$ cat src/rtl/wdu_pkg.sv
package wdu_pkg;

  localparam int BYTE_W    = 8;
  localparam int POS_PAR   = 0;
  localparam int POS_PWD   = 1;
  localparam int POS_CWD   = 2;
  localparam int POS_RET   = 4;
  localparam int POS_LOOP  = 5;

  typedef struct packed {
    logic par_en;
    logic pwd_en;
    logic cwd_en;
    logic ret_en;
    logic loop_en;
  } cfg_t;

  // Decode a written byte into the stored fields; reserved positions drop out.
  function automatic cfg_t unpack_byte(input logic [BYTE_W-1:0] b);
    cfg_t c;
    c.par_en  = b[POS_PAR];
    c.pwd_en  = b[POS_PWD];
    c.cwd_en  = b[POS_CWD];
    c.ret_en  = b[POS_RET];
    c.loop_en = b[POS_LOOP];
    return c;
  endfunction

  // Assemble the readback byte; the clock watchdog position shows live status.
  function automatic logic [BYTE_W-1:0] pack_byte(input cfg_t c, input logic cwd_live);
    logic [BYTE_W-1:0] b;
    b           = '0;
    b[POS_PAR]  = c.par_en;
    b[POS_PWD]  = c.pwd_en;
    b[POS_CWD]  = cwd_live;
    b[POS_RET]  = c.ret_en;
    b[POS_LOOP] = c.loop_en;
    return b;
  endfunction

  // True when the counter sits on the final edge before the limit.
  function automatic logic at_last(input int unsigned cnt, input int unsigned limit);
    return (cnt + 1) == limit;
  endfunction

endpackage

$ cat src/rtl/wdu_edge_sync.sv
module wdu_edge_sync #(
  parameter int STAGES = 2
) (
  input  logic clk,
  input  logic rst_n,
  input  logic async_in,
  output logic rise_tick
);

  localparam int CHAIN = (STAGES < 2) ? 2 : STAGES;

  logic [CHAIN-1:0] chain_q;
  logic             last_q;
  logic             tick_q;

  genvar gi;
  generate
    for (gi = 0; gi < CHAIN; gi++) begin : g_stage
      if (gi == 0) begin : g_first
        always_ff @(posedge clk or negedge rst_n) begin
          if (!rst_n) chain_q[gi] <= 1'b0;
          else        chain_q[gi] <= async_in;
        end
      end else begin : g_next
        always_ff @(posedge clk or negedge rst_n) begin
          if (!rst_n) chain_q[gi] <= 1'b0;
          else        chain_q[gi] <= chain_q[gi-1];
        end
      end
    end
  endgenerate

  always_ff @(posedge clk or negedge rst_n) begin
    if (!rst_n) begin
      last_q <= 1'b0;
      tick_q <= 1'b0;
    end else begin
      last_q <= chain_q[CHAIN-1];
      tick_q <= chain_q[CHAIN-1] & ~last_q;
    end
  end

  assign rise_tick = tick_q;

endmodule

$ cat src/rtl/wdu_timer.sv
module wdu_timer #(
  parameter int unsigned LIMIT      = 4,
  parameter bit          AUTO_CLEAR = 1'b1
) (
  input  logic clk,
  input  logic rst_n,
  input  logic arm,
  input  logic tick,
  output logic expire_evt,
  output logic status_q
);
  import wdu_pkg::*;

  localparam int unsigned LIM = (LIMIT < 1) ? 1 : LIMIT;
  localparam int          CW  = $clog2(LIM + 1);

  logic [CW-1:0] cnt_q;
  logic          held;
  logic          last;

  assign last       = at_last(int'(cnt_q), LIM);
  assign expire_evt = arm & tick & last & ~held;

  always_ff @(posedge clk or negedge rst_n) begin
    if (!rst_n)              cnt_q <= '0;
    else if (!arm)           cnt_q <= '0;
    else if (expire_evt)     cnt_q <= AUTO_CLEAR ? '0 : cnt_q;
    else if (tick && !held)  cnt_q <= cnt_q + 1'b1;
  end

  generate
    if (AUTO_CLEAR) begin : g_pulse
      // Reset-style variant: status is a one-cycle pulse per expiry.
      assign held = 1'b0;
      always_ff @(posedge clk or negedge rst_n) begin
        if (!rst_n) status_q <= 1'b0;
        else        status_q <= expire_evt;
      end
    end else begin : g_sticky
      // Presence-style variant: status stays set until disarmed.
      assign held = status_q;
      always_ff @(posedge clk or negedge rst_n) begin
        if (!rst_n)          status_q <= 1'b0;
        else if (!arm)       status_q <= 1'b0;
        else if (expire_evt) status_q <= 1'b1;
      end
    end
  endgenerate

endmodule

$ cat src/rtl/wdu_cfg_reg.sv
module wdu_cfg_reg (
  input  logic                   clk,
  input  logic                   rst_n,
  input  logic                   wr_en,
  input  logic [wdu_pkg::BYTE_W-1:0] wr_data,
  input  logic                   pwd_expire,
  output wdu_pkg::cfg_t          cfg_q
);
  import wdu_pkg::*;

  cfg_t wr_cfg;
  cfg_t cfg_d;

  assign wr_cfg = unpack_byte(wr_data);

  always_comb begin
    cfg_d = cfg_q;
    if (wr_en)           cfg_d = wr_cfg;
    else if (pwd_expire) cfg_d.pwd_en = 1'b0;
  end

  always_ff @(posedge clk or negedge rst_n) begin
    if (!rst_n) cfg_q <= '0;
    else        cfg_q <= cfg_d;
  end

endmodule

$ cat src/rtl/dual_watchdog.sv
module dual_watchdog #(
  parameter int unsigned PWD_TICKS   = 8192000,
  parameter int unsigned CWD_TICKS   = 4000,
  parameter int          SYNC_STAGES = 2
) (
  input  logic       clk,
  input  logic       rst_n,
  input  logic       wr_en,
  input  logic [7:0] wr_data,
  output logic [7:0] rd_data,
  input  logic       mon_clk,
  output logic       wd_rst,
  output logic       par_access_en,
  output logic       link_retime_en,
  output logic       link_loop_en
);
  import wdu_pkg::*;

  cfg_t cfg_q;
  logic mon_tick;
  logic pwd_arm;
  logic cwd_arm;
  logic pwd_expire;
  logic cwd_expire;
  logic cwd_done;
  logic cwd_live;

  wdu_edge_sync #(.STAGES(SYNC_STAGES)) u_sync (
    .clk(clk), .rst_n(rst_n), .async_in(mon_clk), .rise_tick(mon_tick)
  );

  wdu_cfg_reg u_cfg (
    .clk(clk), .rst_n(rst_n), .wr_en(wr_en), .wr_data(wr_data),
    .pwd_expire(pwd_expire), .cfg_q(cfg_q)
  );

  assign pwd_arm = cfg_q.pwd_en;
  assign cwd_arm = cfg_q.cwd_en;

  wdu_timer #(.LIMIT(PWD_TICKS), .AUTO_CLEAR(1'b1)) u_pwd (
    .clk(clk), .rst_n(rst_n), .arm(pwd_arm), .tick(mon_tick),
    .expire_evt(pwd_expire), .status_q(wd_rst)
  );

  wdu_timer #(.LIMIT(CWD_TICKS), .AUTO_CLEAR(1'b0)) u_cwd (
    .clk(clk), .rst_n(rst_n), .arm(cwd_arm), .tick(mon_tick),
    .expire_evt(cwd_expire), .status_q(cwd_done)
  );

  assign cwd_live       = cwd_arm & ~cwd_done;
  assign rd_data        = pack_byte(cfg_q, cwd_live);
  assign par_access_en  = cfg_q.par_en;
  assign link_retime_en = cfg_q.ret_en;
  assign link_loop_en   = cfg_q.loop_en;

endmodule

$ cat config.mk
export PLATFORM = sky130hd
export DESIGN_NAME = dual_watchdog
export DESIGN_NICKNAME = d
export VERILOG_FILES = /design/src/rtl/wdu_pkg.sv /design/src/rtl/wdu_edge_sync.sv /design/src/rtl/wdu_timer.sv /design/src/rtl/wdu_cfg_reg.sv /design/src/rtl/dual_watchdog.sv
export SDC_FILE = /design/constraint.sdc
export NUM_CORES = 1
export LEC_CHECK = 0
export BUFFER_PORTS_ARGS = -buffer_cell sky130_fd_sc_hd__buf_2
export CORE_MARGIN = 2
export CORE_UTILIZATION = 35
export CTS_CLUSTER_DIAMETER = 60
export DETAILED_ROUTE_END_ITERATION = 16
export GPL_TIMING_DRIVEN = 1
export PLACE_DENSITY = 0.63
export SYNTH_ARGS = -nofsm -noshare
export SYNTH_HDL_FRONTEND = slang
export SYNTH_HIERARCHICAL = 1
export SYNTH_SLANG_ARGS = --single-unit
$ cat constraint.sdc
create_clock -name clk -period 3.2 [get_ports clk]
set_input_delay 0.64 -clock clk [delete_from_list [all_inputs] [get_ports clk]]
set_output_delay 0.64 -clock clk [all_outputs]
set_load 0.005 [all_outputs]
### Word-level counts from Yosys, hierarchy flattened

Cells that the tools add are included.

* add/sub/neg operators: 4
* equal/unequal tests: 6
* mux-type cells: 10
* bitwise operators: 9
* reduce and logical (&&, ||, !) cells: 4

Operator list (number)
* 2-to-1 mux 23 bit: 3
* 2-to-1 mux 12 bit: 3
* == test 32 x 12 -> 1 bit, second input constant: 1
* == test 32 x 23 -> 1 bit, second input constant: 1
* adder 23 x 1 -> 24 bit, second input constant: 1
* adder 23 x 1 -> 23 bit, second input constant: 1
* adder 12 x 1 -> 13 bit, second input constant: 1
* adder 12 x 1 -> 12 bit, second input constant: 1
* bitwise AND 1 bit: 7
* 2-to-1 mux 1 bit: 4
* != test 2 bit, second input constant: 2
* != test 3 x 2 -> 1 bit, second input constant: 1
* != test 2 x 1 -> 1 bit, second input constant: 1
* NOT 1 bit: 2
* AND reduction 2 bit: 1
* nonzero test 2 bit: 1
* logical AND 1 bit: 1
* logical NOT 1 bit: 1

* bits in registers: 46
* input bits: 12
* output and inout port bits: 12
* word-level logic and storage cells: 46

### Longest topological paths before layout

* word-level depth: 6
* mapped depth: 10
* mapped depth without buffers: 9

### Hierarchy

Netlist, hierarchy kept.

Modules (own cells, without submodules)
* wdu_timer at u_pwd: times used 1, cells an instance 190, area an instance 1725.4 µm², seq. area each 600.6 µm²
* wdu_timer at u_cwd: times used 1, cells an instance 99, area an instance 908.4 µm², seq. area each 325.3 µm²
* wdu_cfg_reg: times used 1, cells an instance 11, area an instance 183.9 µm², seq. area each 125.1 µm²
* wdu_edge_sync: times used 1, cells an instance 5, area an instance 113.9 µm², seq. area each 100.1 µm²
* dual_watchdog: times used 1, cells an instance 9, area an instance 70.1 µm², seq. area each 0.0 µm²

### Worst setup path after synthesis

Ideal clock, no wire load.

* path kind: flip-flop to flip-flop
* from: register u_pwd.cnt_q[12]
* to: register, netlist name u_cfg/cfg_q[3]
* library setup time: 121 ps
* data arrival time: 2341 ps
* data required time: 3079 ps
* setup slack: 738 ps
* cell stages (with the launch flop): 9
* buffers on the path: 1
* clock period less this slack: 2462 ps
* path through: dfrtp_1 -> clkbuf_1 -> nand2_1 -> or3_4 -> or4_4 -> a22o_1 -> nor4_1 -> nor2_1 -> a22o_2

* cells in the longest elaborated chain, start to end: 4

RTL lines
* start: declaration: RTL line wdu_timer.sv:17 `logic [CW-1:0] cnt_q;`
* start signal: assignment: RTL line wdu_timer.sv:27 `else if (expire_evt) cnt_q <= AUTO_CLEAR ? '0 : cnt_q;`
* start signal: assignment: RTL line wdu_timer.sv:28 `else if (tick && !held) cnt_q <= cnt_q + 1'b1;`
* adder 23 x 1 -> 24 bit: RTL line wdu_pkg.sv:43 `return (cnt + 1) == limit;`
* == test 32 x 23 -> 1 bit: RTL line wdu_pkg.sv:43
* bitwise AND 1 bit: RTL line wdu_timer.sv:22 `assign expire_evt = arm & tick & last & ~held;`
* named net pwd_expire: RTL line dual_watchdog.sv:23 `logic pwd_expire;`
* nonzero test 2 bit (no line)

The timed path passes the listed nets, and every way through them passes these cells.
A chain may end at the register's enable or synchronous reset.

### Final worst setup path

* from: register u_pwd.cnt_q[0]
* to: register, netlist name u_cfg/cfg_q[3]

* cells in the longest elaborated chain, start to end: 4

RTL lines (RTL line)
* adder 23 x 1 -> 24 bit: wdu_pkg.sv:43
* == test 32 x 23 -> 1 bit: wdu_pkg.sv:43
* bitwise AND 1 bit: wdu_timer.sv:22
* named net pwd_expire: dual_watchdog.sv:23
* nonzero test 2 bit (no line)

The timed path passes the listed nets, and every way through them passes these cells.

==> flow_summary.json <==
{
  "status": "finished clean",
  "hold_path_class": "flop to flop",
  "grt-ovfl-total": 0,
  "n_antenna_cell": 0,
  "final_cell_mix": "dfrtp_1, nand2_1, nor2_1, xnor2_1",
  "row_count": 33,
  "worstPathCellList": "ha_1 > and3_1 > nand2_1 > or4_4 > a22o_1 > nor4_1 > nor2_1 > a22o_2",
  "synth.largest_area_cell": "dfrtp_1",
  "hold_buffers": 0,
  "critPathKind": "flop to flop",
  "synth-seq-cells": 46,
  "rr_endpoint": "u_cfg/cfg_q[3]",
  "switching_power_w": 0.000267,
  "clock_path_buffers": 2,
  "dieArea_sq_um": 9330,
  "drt_wl_total_um": 6400,
  "syn_inst": 314,
  "finalInstanceArea_sq_um": 3220,
  "area_delta_synth_final_pct": 7.29,
  "chipHeight_um": 96.6,
  "avgSynthCellArea_sq_um": 9.56,
  "drc": 0,
  "cts_resized": 0,
  "seqPwrFrac_pct": 50.7,
  "cts_max_level": 2,
  "slew_headroom_pct": 29.6,
  "grt_pass1_wl_um": 11100,
  "rr_worst_depth": 8,
  "required_ns": 3.40,
  "p_sw_share_pct": 21.9,
  "io_pins": 24,
  "cts_tree": "built",
  "dr.pass1.iters": 4,
  "ant_nets": 0,
  "hold_viol": 0,
  "gp_congestion": 0.863,
  "final_nets": 333,
  "finalSetupTns_ns": 0,
  "ir_drop_v": 0.000185,
  "drive_above_1_share_pct": 17.6,
  "p_leak_nw": 1.38,
  "cap_violations": 0,
  "vias_per_cell": 5.55,
  "reg2reg_slack_ns": 0.38,
  "critPathLaunchType": "flop",
  "synthFlopType": "dfrtp_1",
  "synth-warning-count": 6,
  "clk_latency_ns": 0.31,
  "crit_path_end_kind": "flop",
  "finalSetupViolCount": 0,
  "drv_slew": 0,
  "start_util_pct": 36.3,
  "fillers": 829,
  "hold_path.startpoint": "u_sync/chain_q[0]",
  "synth-edff-count": 0,
  "clockRootBuffer": "clkbuf_8",
  "min_period_ns": 2.82,
  "fp.coreArea_sq_um": 8260,
  "crit_path_max_incr_delay_ns": 0.52,
  "power.share.combinational_pct": 5.2,
  "dp_hpwl_um": 4380,
  "synth_cell_types": 69,
  "intPower_w": 0.000954,
  "synth_area_sq_um": 3000,
  "power_density_nw_per_um2": 379,
  "cp_slowest_cell": "dfrtp_1",
  "post_cts_buffers": 0,
  "antenna_found_initial": 0,
  "path_max_fanout": 9,
  "grt_use_total_pct": 14.2,
  "synthTopCellsByArea": "dfrtp_1, xnor2_1, nand2_1",
  "die_x_um": 96.6,
  "drt_iter0_markers": 99,
  "skew_ns": 0.00739,
  "synth_top_area_share_pct": 38.3,
  "fin_crit_sh_pct": 88.2,
  "worst_pin_slew_ns": 1.06,
  "rsz0062_at_grt": "false",
  "crit_arrival_ns": 3.03,
  "clkPwrFrac_pct": 44.1,
  "cts_sinks": 46,
  "yosysSeqAreaShare_pct": 38.3,
  "path_clk_slew_ns": 0.09,
  "hold_depth": 0,
  "vias": 2352,
  "cts_buffers": 5,
  "portBuffers": 17,
  "hold_end": "u_sync/chain_q[1]",
  "final_common_cell": "dfrtp_1",
  "grt_max_degree": 47,
  "synth-async-reset-ratio_pct": 100,
  "rr_startpoint": "u_pwd/cnt_q[0]",
  "grt_pass1_vias": 2301,
  "placed_cell_area_sq_um": 3080,
  "wire_per_inst_um": 15.1,
  "fmax_ghz": 0.354
}
worst max path at each step:
stage          cells after the start  slack (ns)            start        endpoint
2_1_floorplan                      8        0.74  u_pwd/cnt_q[12]  u_cfg/cfg_q[3]
3_3_place_gp                       7        0.51   u_pwd/cnt_q[7]  u_cfg/cfg_q[3]
3_5_place_dp                       8        0.40   u_pwd/cnt_q[0]  u_cfg/cfg_q[3]
4_1_cts                            8        0.38   u_pwd/cnt_q[0]  u_cfg/cfg_q[3]
5_1_grt                            8        0.18   u_pwd/cnt_q[0]  u_cfg/cfg_q[3]
6_report                           8        0.38   u_pwd/cnt_q[0]  u_cfg/cfg_q[3]
metal layers:
layer	routed length [um]	vias to the layer above	track usage (%)	share of wire [%]
li1	-	1162	-	-
met5	0	-	0	0
met2	3030	30	23.7	47
met4	108	0	5.53	1.7
met3	142	7	2.17	2.2
met1	3120	1153	18.5	49
cells by family (layout without fill, tap and decap cells):
group,Yosys count,in the layout,synth area share [%]
and+or+nand+nor,145,145,29.8
AOI/OAI and AO/OA,58,58,14.8
DFF,46,46,38.3
buffers and inverters,29,32,5.79
xor gates and xnor gates,25,25,7.29
muxes,7,7,2.54
adders and majority gates,3,3,1.25
other,1,3,0.125
power by group through the flow:
stage          clock (W)  sequential, W  combinational (W)
5_1_grt         0.000574       0.000624          0.0000733
2_1_floorplan          0       0.000617          0.0000503
3_3_place_gp           0       0.000630          0.0000636
4_1_cts         0.000556       0.000620          0.0000649
6_report        0.000539       0.000619          0.0000633
3_5_place_dp           0       0.000631          0.0000650
flip-flops by register name, summed over array words and instances (netlist names):
name	flops
u_sync/chain_q	2
u_cfg/cfg_q	5
u_sync/rise_tick	1
u_pwd/status_q	1
u_cwd/status_q	1
u_cwd/cnt_q	12
u_sync/last_q	1
u_pwd/cnt_q	23
Yosys cell counts, types with 4 or more instances:
library cell,count
xnor2_1,18
nand3_1,17
mux2_2,5
a21boi_0,4
o31ai_1,4
nor2_1,18
o21ai_0,8
nand4_1,10
nor4_1,8
and4_1,4
buf_4,8
clkbuf_1,4
xor2_1,7
and3_2,5
nor3_1,9
a21oi_1,4
and2_1,14
and3_1,7
a22o_2,4
dfrtp_1,46
inv_1,6
buf_2,5
nand2_1,24
per-stage QoR:
step / instances / utilization (%) / power [W] / hold WS [ns] / setup slack [ns]
after global placement: 416 / 37.3 / 0.000694 / 0.336 / 0.509
final: 424 / 39.0 / 0.00122 / 0.355 / 0.377
after detailed placement: 416 / 37.3 / 0.000696 / 0.339 / 0.404
after floorplan: 316 / - / 0.000668 / 0.331 / 0.738
after global routing: 424 / 39.0 / 0.00127 / 0.374 / 0.180
after CTS: 424 / 39.0 / 0.00124 / 0.359 / 0.377
cell type report:
cell class / instances / area, sq um / area share, %
timing repair buffer: 17 / 85.1 / 2.64
clock inverter: 2 / 60.1 / 1.86
inverter: 7 / 26.3 / 0.816
multi-input combinational: 241 / 1680 / 52.3
clock buffer: 6 / 82.6 / 2.56
sequential: 46 / 1150 / 35.7
tap: 105 / 131 / 4.08
critical path: cells and delay by family, from the launching register on:
kind	cells	cell delay [ns]
fa+ha+maj	1	0.29
flops	1	0.52
compound gates	2	0.47
simple gates	5	1.44
No activity file was read; power rests on OpenSTA's default activity.
